--- src/rtl/pulse_acc.sv ---
module pulse_acc #(
  parameter int CNT_W    = 16,
  parameter int PRE_W    = 6,
  parameter int FILT_LEN = 3
) (
  input  logic             clk,
  input  logic             rst_n,
  input  logic             acc_in,
  input  logic             en,
  input  logic             gated_mode,
  input  logic             pol_sel,
  input  logic             wr_cnt,
  input  logic [CNT_W-1:0] wr_data,
  input  logic [1:0]       clr_flags,
  output logic [CNT_W-1:0] count,
  output logic             ovf_flag,
  output logic             edge_flag
);

  localparam logic [CNT_W-1:0] CNT_MAX = {CNT_W{1'b1}};
  localparam logic [CNT_W-1:0] CNT_ONE = CNT_W'(1);
  localparam logic [PRE_W-1:0] PRE_ONE = PRE_W'(1);

  logic [FILT_LEN-1:0] samp;
  logic                filt;
  logic [PRE_W-1:0]    presc;

  wire lvl_change = filt ? ~|samp : &samp;
  wire new_lvl    = ~filt;
  wire tick       = &presc;
  wire at_active  = (filt == pol_sel);

  wire ev_edge  = en & ~gated_mode & lvl_change & (new_lvl == pol_sel);
  wire gate_end = en &  gated_mode & lvl_change & at_active;
  wire gate_inc = en &  gated_mode & at_active & tick;
  wire inc      = ev_edge | gate_inc;
  wire wrap     = inc & ~wr_cnt & (count == CNT_MAX);

  always_ff @(posedge clk or negedge rst_n) begin
    if (!rst_n) begin
      samp <= '0;
      filt <= 1'b0;
    end else begin
      samp <= {samp[FILT_LEN-2:0], acc_in};
      if (lvl_change) filt <= new_lvl;
    end
  end

  always_ff @(posedge clk or negedge rst_n) begin
    if (!rst_n)   presc <= '0;
    else if (!en) presc <= '0;
    else          presc <= presc + PRE_ONE;
  end

  always_ff @(posedge clk or negedge rst_n) begin
    if (!rst_n)      count <= '0;
    else if (wr_cnt) count <= wr_data;
    else if (inc)    count <= count + CNT_ONE;
  end

  always_ff @(posedge clk or negedge rst_n) begin
    if (!rst_n) begin
      edge_flag <= 1'b0;
      ovf_flag  <= 1'b0;
    end else begin
      if (ev_edge | gate_end) edge_flag <= 1'b1;
      else if (clr_flags[0])  edge_flag <= 1'b0;
      if (wrap)               ovf_flag  <= 1'b1;
      else if (clr_flags[1])  ovf_flag  <= 1'b0;
    end
  end

endmodule

--- config.mk ---
export PLATFORM = sky130hd
export DESIGN_NAME = pulse_acc
export DESIGN_NICKNAME = d
export VERILOG_FILES = /design/src/rtl/pulse_acc.sv
export SDC_FILE = /design/constraint.sdc
export NUM_CORES = 1
export LEC_CHECK = 0
export ABC_AREA = 1
export BUFFER_PORTS_ARGS = -buffer_cell sky130_fd_sc_hd__buf_2
export CAP_MARGIN = 10
export CELL_PAD_IN_SITES_DETAIL_PLACEMENT = 0
export CELL_PAD_IN_SITES_GLOBAL_PLACEMENT = 1
export CORE_ASPECT_RATIO = 0.75
export CORE_MARGIN = 10
export CORE_UTILIZATION = 37
export DETAILED_ROUTE_END_ITERATION = 10
export PLACE_DENSITY_LB_ADDON = 0.1
export REMOVE_ABC_BUFFERS = 1
export SYNTH_ARGS = -nofsm -noshare
export SYNTH_HDL_FRONTEND = slang
export SYNTH_SLANG_ARGS = --single-unit
--- constraint.sdc ---
create_clock -name clk -period 2 [get_ports clk]
set_clock_uncertainty 0.15 [all_clocks]
set_input_delay 0 -clock clk [delete_from_list [all_inputs] [get_ports clk]]
set_output_delay 0 -clock clk [all_outputs]
set_load 0.01 [all_outputs]
==> results of run 1 <==
## layout by cell type (no fill, tap or decap), types with 3 or more instances in the layout
cell,Yosys,routed
o21ai_0,11,11
buf_2,2,42
a21oi_1,4,4
clkbuf_8,0,3
dfrtp_1,28,28
inv_1,26,26
nor2_1,18,18
dlygate4sd3_1,0,22
xor2_1,4,4
nand3_1,33,33
nand4_1,11,11
nand2_1,83,83
## cell type report
type	count	area share
Multi-Input combinational cell	183	0.3955
Sequential cell	28	0.3047
Timing Repair Buffer	66	0.1937
Inverter	27	0.04407
Tap cell	57	0.03101
Clock buffer	3	0.01795
Clock inverter	1	0.01306
## per-stage QoR
step / setup WS [ns] / hold WS, ns / instances / area, µm² / utilization
5_1_grt: 0.07862 / 0.05705 / 365 / 2300 / 0.5118
6_report: 0.2416 / 0.04229 / 365 / 2300 / 0.5118
4_1_cts: 0.2371 / 0.03275 / 365 / 2300 / 0.5118
3_3_place_gp: 0.2660 / -0.07617 / 339 / 2008 / 0.4470
3_5_place_dp: 0.2564 / -0.07687 / 339 / 2008 / 0.4470
2_1_floorplan: 0.4198 / -0.4456 / 238 / 1712 / -
## sequential cells by signal, indices dropped and copies added (netlist names)
register / cells
samp: 3
count: 16
filt: 1
presc: 6
edge_flag: 1
ovf_flag: 1
## logic make-up after synthesis
logic type | after synthesis | synth area share
and+or+nand+nor | 158 | 0.4270
buffers and inverters | 32 | 0.07476
DFF | 28 | 0.4026
AOI/OAI and AO/OA | 18 | 0.05608
xor gates and xnor gates | 5 | 0.02516
adders and majority gates | 2 | 0.01438
## per-layer routing
| metal | global-route usage | part of all wire |
|---|---|---|
| met1 | 0.1685 | 0.52 |
| met2 | 0.1851 | 0.40 |
| met3 | 0.04066 | 0.071 |
| met4 | 0.02143 | 0.0034 |
| met5 | 0 | 0 |
## worst max-delay path by stage
stage | endpoint | slack, ns | cells after the start
finish | edge_flag | 0.24 | 6
global route | count[10] | 0.08 | 8
CTS | edge_flag | 0.24 | 6
detailed placement | count[8] | 0.26 | 8
global placement | count[8] | 0.27 | 8
floorplan | count[8] | 0.42 | 8
## power groups by stage
stage	Clock, mW	Sequential [mW]	Combinational [mW]
floorplan	0	0.719	0.177
global placement	0	0.716	0.332
detailed placement	0	0.717	0.331
CTS	0.475	0.705	0.369
global route	0.492	0.717	0.416
finish	0.460	0.705	0.361
## worst min-delay path: stages
cell and delay, ns:
buf_2 0.11, buf_4 0.19, nand2_1 0.07, nand3_1 0.07
==> results.toml, run 1 <==
[run_status]
outcome = "finished clean"

[worst_hold_path]
hold_depth = 4
min_to = "count[13]"
hp-class = "in2reg"
hp-start = "wr_cnt"

[synth]
synth_edf_count = 0
syn_inst = 243
synth_area_leaders = "dfrtp_1, nand2_1, nand3_1, inv_1, nand4_1"
synth_top_cell_by_area = "dfrtp_1"
synth-seq-area-share = 0.4026
netlist_area_um2 = 1740
synthMostInstantiatedCell = "nand2_1"
yosys_register_bits = 28
synth_cell_types = 28
synth_top_area_share = 0.4026
ys.flop_type = "dfrtp_1"
synth_warnings = 0
synth_area_per_cell_um2 = 7.162
yosys-top-cells-count = "nand2_1, nand3_1, dfrtp_1, inv_1, nor2_1"
async_flop_share = 1.000

[floorplan]
fp.dieW_um = 99.20
num_rows = 21
core_area_um2 = 4493
die_h_um = 79.40
initial_core_util = 0.3874
pin_count = 43
die_area_um2 = 7876

[global_route]
grt_usage = 0.1231
grt_pass1_vias = 1691
overflow = 0
antenna_found_initial = 0
grt_first_pass_wirelength_mm = 8.155
grt_max_degree = 29

[flow_run]
drv_cap = 0

[worst_setup_path]
cp_top_family = "buffers and inverters"
critPathLaunch = "filt"
max_stage_delay_ns = 0.57
rr_endpoint = "edge_flag"
regToRegSetupSlack_ns = 0.24
required_ns = 2.07
crit_chain = "inv_1 > nand2_1 > a21oi_2 > nand3_1 > o211ai_1 > dlygate4sd3_1"
timing.rr.start = "filt"
crit_slowest_cell = "dlygate4sd3_1"
cp.arrival_ns = 1.83
crit_type = "reg2reg"
reg2reg_depth = 6
end_kind = "flop"
path_max_fanout = 3
cp_num_buf_inv = 2
start_kind = "flop"

[clock_network]
post_cts_buffers = 0
clockBufferDepth = 2
path_clk_slew_ns = 0.11
numCtsBuffers = 3
clock_sinks = 28
hold_buffers = 22
clockRootBuffer = "clkbuf_8"
clock_latency_ns = 0.28
tritoncts = "yes"
htree_levels = 1
cts_resized = 0

[finish]
multi_input_area_um2 = 909.6
num-fill-cells = 457
final_nets = 336
regArea_um2 = 700.7
synthToLayoutAreaGrowth_pct = 32.14
layout-drive-gt1-share = 0.2013
diodes = 0

[timing]
max_freq_mhz = 568.7
rsz0062_at_grt = "no"
tightestPinTransition_ns = 0.6553
tns_ns = 0
drv_slew = 0
finalHoldViolations = 0
finalSetupViolCount = 0
post-route-min-period_ns = 1.758
maxSlewHeadroom = 0.5631
period_share = 0.8792

[pwr]
total_power_mw = 1.527
clockPowerShare = 0.302
irDropWorstVdd_mv = 0.5144
leakagePower_nw = 1.201
p_per_area_nw_per_um2 = 663.8
p_sw_uw = 477.5
p_int_mw = 1.049
comb_power_share = 0.237
p_seq_frac = 0.462
swShare = 0.3128

[detailed_routing]
vias = 1712
routed_via_density = 4.690
drt-total-wl_mm = 4.754
routedWlPerCell_um = 13.02
first_pass_iters = 5
drc_errors = 0
drt_iter0_markers = 61
drtAntennaViolNets = 0

[placed_design]
hpwl_mm = 3.559
portBuffers = 42
gp_congestion = 0.7787
Note: power is estimated with default switching activity, not from simulation.
==> inputs of run 2 (changes only) <==
Settings changed: PLACE_DENSITY_LB_ADDON 0.1 to 0.08.
==> run 2 against run 1 <==
Combinational power is essentially flat. Register-to-register slack worse by 0.02 ns. Global-route usage increased by 0.47 points. Sequential cell count unchanged. Core utilization is 0.36 points lower. Worst setup slack got worse by 0.017 ns. Count of clock-buffer cells in the layout rose by 1. Non-clock buffer count unchanged. Routed wire length up 2.8%. Largest cell class unchanged.
==> results.toml, run 2 (synthesis gave the netlist of run 1 again) <==
[placed_design]
gp_congestion = 0.7904
hpwl_mm = 3.682
portBuffers = 42

[detailed_routing]
drt-total-wl_mm = 4.888
first_pass_iters = 4
drc_errors = 0
routedWlPerCell_um = 13.39
drt_iter0_markers = 89
drtAntennaViolNets = 0
vias = 1740
routed_via_density = 4.767

[clock_network]
clock_sinks = 28
path_clk_slew_ns = 0.10
post_cts_buffers = 0
clock_latency_ns = 0.28
clockRootBuffer = "clkbuf_8"
htree_levels = 1
clockBufferDepth = 2
numCtsBuffers = 3
tritoncts = "yes"

[timing]
max_freq_mhz = 563.1
finalSetupViolCount = 0
post-route-min-period_ns = 1.776
drv_slew = 0
finalHoldViolations = 0
rsz0062_at_grt = "no"
worst_hold_slack_ns = 0.05588
maxSlewHeadroom = 0.5662
tns_ns = 0
tightestPinTransition_ns = 0.6507
period_share = 0.8879

[global_route]
overflow = 0
grt_first_pass_wirelength_mm = 8.376
grt_pass1_vias = 1744
grt_max_degree = 29
antenna_found_initial = 0
grt_usage = 0.1278

[worst_setup_path]
timing.rr.start = "samp[1]"
reg2reg_depth = 6
regToRegSetupSlack_ns = 0.22
end_kind = "flop"
required_ns = 2.07
start_kind = "flop"
path_max_fanout = 7
cp.arrival_ns = 1.84
crit_type = "reg2reg"
rr_endpoint = "edge_flag"

[flow_run]
drv_cap = 0

[finish]
num-fill-cells = 463
mostFrequentLayoutCells = "nand2_1, buf_2, nand3_1, dfrtp_1, inv_1"
final_common_cell = "nand2_1"
final_nets = 336
layout-drive-gt1-share = 0.2013
diodes = 0
regMostFlops = "count"
largest_register_ffs = 16
synthToLayoutAreaGrowth_pct = 31.20
top_regs = "count x16, presc x6, samp x3"

[worst_hold_path]
hp-class = "in2reg"
hp-start = "wr_cnt"
hold_depth = 4
min_to = "count[12]"

[pwr]
leakagePower_nw = 1.194
irDropWorstVdd_mv = 0.3741
p_per_area_nw_per_um2 = 624.5

[floorplan]
die_area_um2 = 7876
initial_core_util = 0.3874
num_rows = 21
core_area_um2 = 4493
pin_count = 43
die_h_um = 79.40
fp.dieW_um = 99.20

[run_status]
outcome = "finished clean"
run 2: cell count changes in the layout (fill, tap and decap cells not counted), sizes merged:
cell and change:
bufinv -1, clkbuf +1
run 2: cell type report:
| cell class | instances | area [µm²] | area share |
|---|---|---|---|
| clock buffers | 4 | 55.05 | 0.02411 |
| inverters | 27 | 101.3 | 0.04438 |
| multi-input cells | 183 | 909.6 | 0.3984 |
| flip-flops and latches | 28 | 700.7 | 0.3068 |
| well taps | 57 | 71.32 | 0.03123 |
| repair buffers | 66 | 445.4 | 0.1951 |
run 2: per-stage QoR:
| step | setup slack [ns] | util | std cells | area [µm²] | total power, mW |
|---|---|---|---|---|---|
| CTS | 0.2277 | 0.5082 | 365 | 2283 | 1.450 |
| global placement | 0.2527 | 0.4470 | 339 | 2008 | 1.048 |
| finish | 0.2243 | 0.5082 | 365 | 2283 | 1.426 |
| floorplan | 0.4198 | - | 238 | 1712 | 0.8959 |
| detailed placement | 0.2474 | 0.4470 | 339 | 2008 | 1.049 |
| global route | 0.07903 | 0.5082 | 365 | 2283 | 1.541 |
run 2: where the power goes:
part	switching, mW	internal [mW]
Clock	0.183	0.177
Sequential	0.0809	0.623
Combinational	0.204	0.158
Total	0.469	0.957
run 2: timing repair:
action                     CTS  global route
hold endpoints to repair    53             0
setup endpoints to repair    0             0
gates resized for setup      0             0
hold buffers                22             0
run 2: per-layer routing:
metal  part of all wire  wire length, µm  track usage  up-vias
li1                   -                -            -      920
met1               0.52             2543       0.1738      784
met2               0.42             2038       0.1961       34
met3              0.058              284      0.03979        2
met4             0.0047               23      0.02143        0
met5                  0                0            0        -
run 2: worst max path at each step:
stage | from | to | slack [ns] | cells after the start
6_report | samp[1] | edge_flag | 0.22 | 6
5_1_grt | count[0] | count[8] | 0.08 | 8
4_1_cts | samp[1] | edge_flag | 0.23 | 6
3_5_place_dp | count[0] | count[8] | 0.25 | 8
3_3_place_gp | count[0] | count[8] | 0.25 | 8
2_1_floorplan | count[0] | count[8] | 0.42 | 8
run 2: worst max-delay path, stage by stage (launching register included):
cell	delay (ns)
dfrtp_1	0.41
nor2_1	0.11
nand2_1	0.06
nand2_1	0.14
nand3_4	0.15
o211ai_1	0.12
dlygate4sd3_1	0.57
==> inputs of run 3 (changes only) <==
Settings changed: CORE_UTILIZATION 37 to 34.
Clock period 2 ns to 1.6 ns, I/O delays scaled along.
==> run 3 against run 2 <==
Total power up 32%. Largest power group unchanged. First-iteration DRC count down 1.1%. Combinational power up 57%. Count of clock-buffer cells in the layout unchanged. Core utilization down 0.24 points. Sequential share of layout area down 2.4 points. Global-route usage about the same. Sequential cell count unchanged. Non-clock buffer count up 18. Die area up 6.8%. Critical path type unchanged.
==> results.toml, run 3 (synthesis gave the netlist of run 1 again) <==
[placed_design]
gp_congestion = 0.7622
post-place-ws_ns = 0.01506
dp_cells = 355
portBuffers = 42
hpwl_mm = 3.915

[pwr]
leakagePower_nw = 1.296
p_per_area_nw_per_um2 = 756.6
irDropWorstVdd_mv = 0.3729

[flow_run]
drv_cap = 0

[worst_setup_path]
start_kind = "flop"
required_ns = 1.63
cp.arrival_ns = 1.55
end_kind = "flop"
crit_type = "reg2reg"
path_max_fanout = 5

[finish]
layout-drive-gt1-share = 0.2783
largest_register_ffs = 16
regMostFlops = "count"
stdcell_count = 387
final_common_cell = "nand2_1"
synthToLayoutAreaGrowth_pct = 43.21
final_nets = 355
top_regs = "count x16, presc x6, samp x3"
mostFrequentLayoutCells = "nand2_1, buf_2, nand3_1, inv_1, dfrtp_1"
post-route-util = 0.5058
diodes = 0

[floorplan]
core_area_um2 = 4927
fp.dieW_um = 102.6
pin_count = 43
num_rows = 22
die_area_um2 = 8410
die_h_um = 81.96
initial_core_util = 0.3532

[detailed_routing]
drc_errors = 0
first_pass_iters = 4
drt_iter0_markers = 88
drt-total-wl_mm = 5.297
routed_via_density = 4.744
drtAntennaViolNets = 0
vias = 1836
routedWlPerCell_um = 13.69

[clock_network]
path_clk_slew_ns = 0.11
clock_latency_ns = 0.28
clockBufferDepth = 2
numCtsBuffers = 3
clockRootBuffer = "clkbuf_8"
tritoncts = "yes"
htree_levels = 1
clock_sinks = 28

[timing]
finalSetupViolCount = 0
drv_slew = 0
finalHoldViolations = 0
tns_ns = 0
rsz0062_at_grt = "yes"
tightestPinTransition_ns = 0.6554
worst_hold_slack_ns = 0.04108
fin_ws_ns = 0.07747
post-route-min-period_ns = 1.523
max_freq_mhz = 656.8
period_share = 0.9516
maxSlewHeadroom = 0.5630

[global_route]
grt_usage = 0.1282
overflow = 0
grt_pass1_vias = 1787
antenna_found_initial = 0
grt_first_pass_wirelength_mm = 8.638
grt_max_degree = 29

[run_status]
outcome = "finished clean"

[worst_hold_path]
hp-class = "in2reg"
-- run 3: timing repair --
action	in CTS	in global routing
setup buffers	0	5
gates cloned	0	1
endpoints found under the hold margin	53	0
gates resized for setup	1	16
setup endpoints to repair	3	17
hold buffers	22	0
pin swaps	0	2
-- run 3: layer usage --
metal  vias to the layer above  GRT usage  routed length, µm
met2                        41     0.1926               2205
met3                         2    0.03356                338
li1                        957          -                  -
met1                       836     0.1824               2731
met5                         -          0                  0
met4                         0    0.02107                 21
-- run 3: final timing paths --
check	slack (ns)	cells after the start	from	endpoint
min reg2reg	0.27	0	samp[0]	samp[1]
max reg2reg	0.08	7	count[0]	count[6]
max	0.08	7	count[0]	count[6]
min in group asynchronous	0.12	2	rst_n	presc[5]
min	0.04	4	wr_cnt	count[12]
max in group asynchronous	0.72	2	rst_n	count[2]
-- run 3: stage by stage --
| stage | cell area, µm² | total power, mW |
|---|---|---|
| after CTS | 2400 | 1.883 |
| after global placement | 2122 | 1.376 |
| final | 2492 | 1.886 |
| after detailed placement | 2122 | 1.377 |
| after global routing | 2492 | 2.023 |
| after floorplan | 1712 | 1.120 |
-- run 3: area by class of cell --
cell class	instances	area [µm²]
Clock buffer	4	55.05
Timing Repair Buffer	84	593.1
Fill cell	500	2435
Multi-Input combinational cell	184	960.9
Sequential cell	28	704.4
Inverter	27	103.9
Tap cell	60	75.07
-- run 3: critical path, cell delays in order (launching register included) --
cell and delay (ns):
dfrtp_1 0.39, ha_1 0.22, nand2_2 0.16, nor2_4 0.07, buf_4 0.14, xor2_1 0.13, nand3_1 0.08, nand3_1 0.07
-- run 3: power by group --
group	switching (mW)	internal [mW]	leakage, nW
Combinational	0.313	0.256	0.919
Clock	0.240	0.221	0.0288
Sequential	0.0760	0.781	0.348
Total	0.628	1.26	1.30
